==> config.mk <==
export PLATFORM = sky130hd
export DESIGN_NAME = edge_irq_ctrl
export DESIGN_NICKNAME = d
export VERILOG_FILES = /design/src/rtl/eic_pkg.sv /design/src/rtl/eic_sync.sv /design/src/rtl/eic_bank.sv /design/src/rtl/edge_irq_ctrl.sv
export SDC_FILE = /design/constraint.sdc
export NUM_CORES = 1
export LEC_CHECK = 0
export BUFFER_PORTS_ARGS = -buffer_cell sky130_fd_sc_hd__buf_4
export CAP_MARGIN = 20
export CORE_MARGIN = 2
export CORE_UTILIZATION = 30
export DETAILED_ROUTE_END_ITERATION = 16
export HOLD_SLACK_MARGIN = 0.1
export PLACE_DENSITY = 0.54
export SLEW_MARGIN = 30
export SYNTH_ARGS = -nofsm -noshare
export SYNTH_HDL_FRONTEND = slang
export SYNTH_SLANG_ARGS = --single-unit
==> constraint.sdc <==
create_clock -name clk -period 3.1 [get_ports clk]
set_input_delay 0.155 -clock clk [delete_from_list [all_inputs] [get_ports clk]]
set_output_delay 0.155 -clock clk [all_outputs]
set_load 0.05 [all_outputs]
==> src/rtl/eic_pkg.sv <==
package eic_pkg;
   localparam int FIELD_AW = 3;

   typedef enum logic [FIELD_AW-1:0] {
      FLD_ENABLE   = 3'd0,
      FLD_EDGE_POL = 3'd1,
      FLD_PENDING  = 3'd2,
      FLD_WAKE_EN  = 3'd3,
      FLD_WAKE_POL = 3'd4
   } eic_field_e;
endpackage

==> src/rtl/eic_sync.sv <==
module eic_sync #(
   parameter int W      = 32,
   parameter int STAGES = 2
) (
   input  logic         clk,
   input  logic         rst_n,
   input  logic [W-1:0] d,
   output logic [W-1:0] q
);
   if (W < 1) begin : g_bad_width
      $error("eic_sync: W must be at least 1");
   end
   if (STAGES < 2) begin : g_bad_stages
      $error("eic_sync: STAGES must be at least 2");
   end

   logic [W-1:0] chain [STAGES];

   always_ff @(posedge clk or negedge rst_n) begin
      if (!rst_n) begin
         for (int i = 0; i < STAGES; i++) chain[i] <= '0;
      end else begin
         chain[0] <= d;
         for (int i = 1; i < STAGES; i++) chain[i] <= chain[i-1];
      end
   end

   assign q = chain[STAGES-1];
endmodule

==> src/rtl/eic_bank.sv <==
module eic_bank
   import eic_pkg::*;
#(
   parameter int W = 32
) (
   input  logic         clk,
   input  logic         rst_n,
   input  logic [W-1:0] sync_in,
   input  logic         wr_sel,
   input  eic_field_e   field,
   input  logic [W-1:0] wdata,
   output logic [W-1:0] rdata,
   output logic         pend_any,
   output logic         wake_any
);
   logic [W-1:0] en_q, pol_q, stat_q, wen_q, wpol_q;
   logic [W-1:0] sense_q, wsense_q, wpend_q;
   logic [W-1:0] sense_now, wsense_now, edge_hit, wedge_hit, clr_mask;

   // polarity is folded in before the history register, so a polarity
   // change is indistinguishable from an input change
   assign sense_now  = sync_in ^ pol_q;
   assign wsense_now = sync_in ^ wpol_q;
   assign edge_hit   = sense_now & ~sense_q;
   assign wedge_hit  = wsense_now & ~wsense_q;
   assign clr_mask   = (wr_sel && field == FLD_PENDING) ? wdata : '0;

   always_ff @(posedge clk or negedge rst_n) begin
      if (!rst_n) begin
         en_q     <= '0;
         pol_q    <= '0;
         stat_q   <= '0;
         wen_q    <= '0;
         wpol_q   <= '0;
         sense_q  <= '0;
         wsense_q <= '0;
         wpend_q  <= '0;
      end else begin
         sense_q  <= sense_now;
         wsense_q <= wsense_now;
         stat_q   <= (stat_q & ~clr_mask) | edge_hit;
         wpend_q  <= (wpend_q & ~clr_mask) | (wedge_hit & wen_q);
         if (wr_sel) begin
            case (field)
               FLD_ENABLE:   en_q   <= wdata;
               FLD_EDGE_POL: pol_q  <= wdata;
               FLD_WAKE_EN:  wen_q  <= wdata;
               FLD_WAKE_POL: wpol_q <= wdata;
               default:      ;
            endcase
         end
      end
   end

   always_comb begin
      case (field)
         FLD_ENABLE:   rdata = en_q;
         FLD_EDGE_POL: rdata = pol_q;
         FLD_PENDING:  rdata = stat_q;
         FLD_WAKE_EN:  rdata = wen_q;
         FLD_WAKE_POL: rdata = wpol_q;
         default:      rdata = '0;
      endcase
   end

   assign pend_any = |(stat_q & en_q);
   assign wake_any = |wpend_q;

   AST_SET_ON_EDGE: assert property (@(posedge clk) disable iff (!rst_n)
      (|edge_hit) |=> ((stat_q & $past(edge_hit)) == $past(edge_hit)));
   AST_STICKY_PENDING: assert property (@(posedge clk) disable iff (!rst_n)
      (|stat_q) |=> ((stat_q & $past(stat_q & ~clr_mask)) == $past(stat_q & ~clr_mask)));
   AST_CLEAR_TAKES: assert property (@(posedge clk) disable iff (!rst_n)
      (|(clr_mask & ~edge_hit)) |=> ((stat_q & $past(clr_mask & ~edge_hit)) == '0));
   AST_SET_BEATS_CLEAR: assert property (@(posedge clk) disable iff (!rst_n)
      (|(clr_mask & edge_hit)) |=> ((stat_q & $past(clr_mask & edge_hit)) == $past(clr_mask & edge_hit)));
   AST_WAKE_GATED: assert property (@(posedge clk) disable iff (!rst_n)
      (|wpend_q) || 1'b1 |=> (((wpend_q & ~$past(wpend_q)) & ~$past(wen_q)) == '0));
endmodule

==> src/rtl/edge_irq_ctrl.sv <==
module edge_irq_ctrl
   import eic_pkg::*;
#(
   parameter int BANK_W      = 32,
   parameter int NUM_BANKS   = 2,
   parameter int SYNC_STAGES = 2,
   localparam int SRC_W      = BANK_W * NUM_BANKS,
   localparam int BANK_AW    = (NUM_BANKS > 1) ? $clog2(NUM_BANKS) : 1,
   localparam int ADDR_W     = FIELD_AW + BANK_AW
) (
   input  logic              clk,
   input  logic              rst_n,
   input  logic [SRC_W-1:0]  src_in,
   input  logic              reg_wr,
   input  logic [ADDR_W-1:0] reg_addr,
   input  logic [BANK_W-1:0] reg_wdata,
   output logic [BANK_W-1:0] reg_rdata,
   output logic              irq_out,
   output logic              wake_out
);
   if (BANK_W < 1) begin : g_bad_bank_w
      $error("edge_irq_ctrl: BANK_W must be at least 1");
   end
   if (NUM_BANKS < 2 || (NUM_BANKS & (NUM_BANKS - 1)) != 0) begin : g_bad_banks
      $error("edge_irq_ctrl: NUM_BANKS must be a power of two, at least 2");
   end

   logic [SRC_W-1:0]   src_sync;
   eic_field_e         fld;
   logic [BANK_AW-1:0] bank_idx;
   logic [BANK_W-1:0]  bank_rdata [NUM_BANKS];
   logic [NUM_BANKS-1:0] bank_pend, bank_wake;
   logic               pend_any, stat_wr, clr_hit, irq_q;

   assign fld      = eic_field_e'(reg_addr[FIELD_AW-1:0]);
   assign bank_idx = reg_addr[ADDR_W-1:FIELD_AW];

   eic_sync #(.W(SRC_W), .STAGES(SYNC_STAGES)) u_sync (
      .clk (clk),
      .rst_n (rst_n),
      .d   (src_in),
      .q   (src_sync)
   );

   for (genvar b = 0; b < NUM_BANKS; b++) begin : g_bank
      eic_bank #(.W(BANK_W)) u_bank (
         .clk      (clk),
         .rst_n    (rst_n),
         .sync_in  (src_sync[b*BANK_W +: BANK_W]),
         .wr_sel   (reg_wr && bank_idx == BANK_AW'(b)),
         .field    (fld),
         .wdata    (reg_wdata),
         .rdata    (bank_rdata[b]),
         .pend_any (bank_pend[b]),
         .wake_any (bank_wake[b])
      );
   end

   assign reg_rdata = bank_rdata[bank_idx];
   assign pend_any  = |bank_pend;
   assign stat_wr   = reg_wr && fld == FLD_PENDING;
   assign clr_hit   = stat_wr && (|reg_wdata);

   // a clear always drops the line for one cycle; remaining work re-raises it
   always_ff @(posedge clk or negedge rst_n) begin
      if (!rst_n) irq_q <= 1'b0;
      else        irq_q <= pend_any && !clr_hit;
   end

   assign irq_out  = irq_q;
   assign wake_out = |bank_wake;

   AST_CLEAR_DROPS_IRQ: assert property (@(posedge clk) disable iff (!rst_n)
      clr_hit |=> !irq_out);
   AST_IRQ_REPULSE: assert property (@(posedge clk) disable iff (!rst_n)
      (clr_hit ##1 (pend_any && !clr_hit)) |=> irq_out);
   AST_IRQ_FROM_PENDING: assert property (@(posedge clk) disable iff (!rst_n)
      irq_out |-> $past(pend_any));
   AST_WAKE_HELD: assert property (@(posedge clk) disable iff (!rst_n)
      (wake_out && !stat_wr) |=> wake_out);
endmodule

==> summary.json <==
{
  "grt-ovfl-total": 0,
  "cts_buffer_depth": 3,
  "initial_core_util_pct": 30.3,
  "grt.total_usage_pct": 17.8,
  "num-nets-final": 2147,
  "max-cap-violations": 0,
  "cts-htree-levels": 3,
  "status": "finished with violations",
  "clk_pin_slew_ns": 0.06,
  "timing.reg2reg.worst_path_depth": 5,
  "number_of_global_route_vias_before_repair": 16800,
  "cts_bufs_inserted": 70,
  "fp-row-count": 105,
  "multi_input_area_um2": 7850,
  "place_congestion": 0.842,
  "fmaxAchievable_mhz": 321,
  "hold_ws_ns": 0.172,
  "largest_net_degree_at_the_start_of_global_routing": 87,
  "cp-end-kind": "primary output",
  "final-setup-viol-count": 1,
  "clock_sinks": 641,
  "peakVddDrop_mv": 0.374,
  "violated_checks": "setup timing",
  "placeableCoreArea_um2": 82100,
  "syn-instance-count": 1797,
  "grt_antenna_before_repair": 2,
  "worstPathMaxFanout": 2,
  "cts-resized-gates": 0,
  "final-seq-area_um2": 16000,
  "mappedNetlistArea_um2": 24900,
  "drt-vias-per-instance": 5.11,
  "clock_tree.root_cell": "sky130_fd_sc_hd__clkbuf_16",
  "dieHeight_um": 292,
  "worst_hold_path_type": "in -> async",
  "area_growth_pct": 22.9,
  "first_pass_iters": 7,
  "synth_seq_area_share_pct": 64.5,
  "drc": 0,
  "worst_ep_arrival_time_ns": 2.96,
  "synth.avg_cell_area_um2": 13.8,
  "synth-seq-cells": 641,
  "fillers": 7803,
  "number_of_non_filler_instances_in_the_completed_layout": 3162,
  "drt_first_iter_violations": 1457,
  "finalCriticalPeriod_ns": 3.11,
  "clk_latency_ns": 0.62,
  "setup_ws_ns": -0.0132,
  "power_density_over_the_cells_nw_per_um2": 741,
  "yosys.cell_types.count": 27,
  "final_count_of_pins_violating_max_slew": 0,
  "die_area_um2": 85200,
  "hpwlAfterDp_um": 51100,
  "drtAntennaViolNets": 0,
  "drive_above_1_share_pct": 23.5,
  "setup.worst_path.start_class": "flop",
  "totalWireLength_um": 75400,
  "number_of_endpoints_with_negative_hold_slack_in_the_final_report": 0,
  "final.setup_skew_ns": 0.0232,
  "final.period_utilization_pct": 100,
  "route.vias.total": 16200,
  "criticalPathCategory": "reg -> out",
  "port_buffers": 136,
  "max_slew_margin_pct": 47.0,
  "die_w_um": 292,
  "ys_warn_count": 0,
  "ranking_of_synthesized_cells_by_area": "sky130_fd_sc_hd__dfrtp_1 (64%), sky130_fd_sc_hd__mux2_2 (8.6%), sky130_fd_sc_hd__xor2_1 (4.5%), sky130_fd_sc_hd__a22o_1 (3.9%), sky130_fd_sc_hd__mux2_1 (3.0%)",
  "grt_setup_unrepaired": "no",
  "cell_type_with_the_highest_aggregate_area_in_the_netlist": "sky130_fd_sc_hd__dfrtp_1",
  "tritoncts": "built",
  "wl_per_cell_um": 23.9,
  "place_inst": 2944,
  "power.leakage_nw": 13.5,
  "grt_first_pass_wirelength_um": 113000,
  "proportion_of_netlist_area_held_by_the_largest_area_contributor_pct": 64.5,
  "worstMarginPinSlew_ns": 0.788,
  "floorplan.io_pins": 137,
  "worst_ep_required_time_ns": 2.94,
  "synthesis.nets": 1900
}
synthesized netlist by cell type, drive strengths merged:
| cell type | n |
|---|---|
| dfrtp | 641 |
| mux2 | 256 |
| inv | 128 |
| xor2 | 128 |
| a22o | 112 |
| nand2 | 100 |
| a22oi | 64 |
| a32o | 64 |
| buf | 61 |
| clkbuf | 49 |
| a221oi | 48 |
| and3 | 37 |
| a31oi | 33 |
| a21oi | 32 |
| nor4 | 25 |
| nand4 | 10 |
| nor3b | 3 |
| and2 | 1 |
| and2b | 1 |
| and3b | 1 |
| nor3 | 1 |
| or2 | 1 |
| or4 | 1 |
flip-flops by register name, summed over array words and instances (netlist names):
signal,flops
g_bank.u_bank.pol_q,64
g_bank.u_bank.wpend_q,64
g_bank.u_bank.wsense_q,64
g_bank.u_bank.en_q,64
g_bank.u_bank.stat_q,64
g_bank.u_bank.wpol_q,64
g_bank.u_bank.sense_q,64
u_sync.chain,64
irq_out,1
u_sync.q,64
g_bank.u_bank.wen_q,64
layer usage:
metal / track usage, % / vias up / wire, um
met2: 27.8 / 511 / 35000
met3: 3.02 / 111 / 4360
li1: - / 6968 / -
met1: 24.8 / 8570 / 33700
met4: 6.81 / 2 / 2390
met5: 0 / - / 13
final timing paths:
| check | slack [ns] | to | startpoint |
|---|---|---|---|
| min in group clk | 0.18 | u_sync.chain[108] | src_in[44] |
| setup reg to reg | 0.79 | irq_out | g_bank[0].u_bank.en_q[16] |
| max in group asynchronous | 1.83 | u_sync.q[49] | rst_n |
| setup / recovery | -0.01 | wake_out | g_bank[0].u_bank.wpend_q[22] |
| hold reg to reg | 0.34 | u_sync.q[47] | u_sync.chain[111] |
| hold / removal | 0.17 | u_sync.chain[93] | rst_n |
cell type report:
class / instances / area share [%]
multi-input cells: 918 / 25.7
flip-flops and latches: 641 / 52.5
clock buffers: 101 / 6.51
clock inverters: 18 / 0.630
well taps: 1070 / 4.38
inverters: 128 / 1.57
repair buffers: 285 / 8.73
diodes: 1 / 0.00819
where the power goes:
| part | internal (mW) | switching (mW) | leakage [nW] |
|---|---|---|---|
| registers | 10.1 | 1.41 | 7.33 |
| clock network | 4.71 | 3.36 | 1.07 |
| logic | 1.57 | 1.53 | 5.07 |
| total | 16.3 | 6.30 | 13.5 |
cells in the final DEF, fill, tap and decap left out, drive strengths merged, types with 2 or more instances in the layout:
cell type,n
nor4,25
nor3b,3
dlygate4sd3,98
bufinv,3
clkinvlp,2
a22oi,64
inv,133
nand4,10
a31oi,33
dfrtp,641
nand2,100
clkbuf,101
a221oi,48
a21oi,32
mux2,256
buf,187
a22o,112
a32o,64
and3,37
clkinv,8
xor2,128
worst max-delay path, cell delays in order (launching register included):
cell and delay (ns):
sky130_fd_sc_hd__dfrtp_1 0.38, sky130_fd_sc_hd__nor4_1 0.70, sky130_fd_sc_hd__nand4_1 0.40, sky130_fd_sc_hd__or4_1 0.62
sky130_fd_sc_hd__buf_4 0.25
timing repair:
action / CTS / global route
hold buffers: 98 / 0
hold endpoints to repair: 557 / 0
buffers inserted: 0 / 0
stage by stage:
stage	util (%)	worst slack, ns	area (um^2)	power, mW	TNS (ns)
final	37.2	-0.0132	30600	22.6	-0.0132
after global routing	37.2	0.0397	30600	23.7	0
after CTS	37.2	0.0725	30600	22.9	0
after detailed placement	33.4	0.684	27400	14.6	0
after global placement	33.4	0.675	27400	14.5	0
after floorplan	-	1.09	24900	13.1	0
cell families after synthesis:
kind of cell           synth area share (%)
AO/OA/AOI/OAI                          11.7
XOR/XNOR                               4.51
buffers and inverters                  4.08
flip-flops                             64.5
multiplexers                           11.6
AND/OR/NAND/NOR                        3.67
Power figures use the tool's default switching activity.
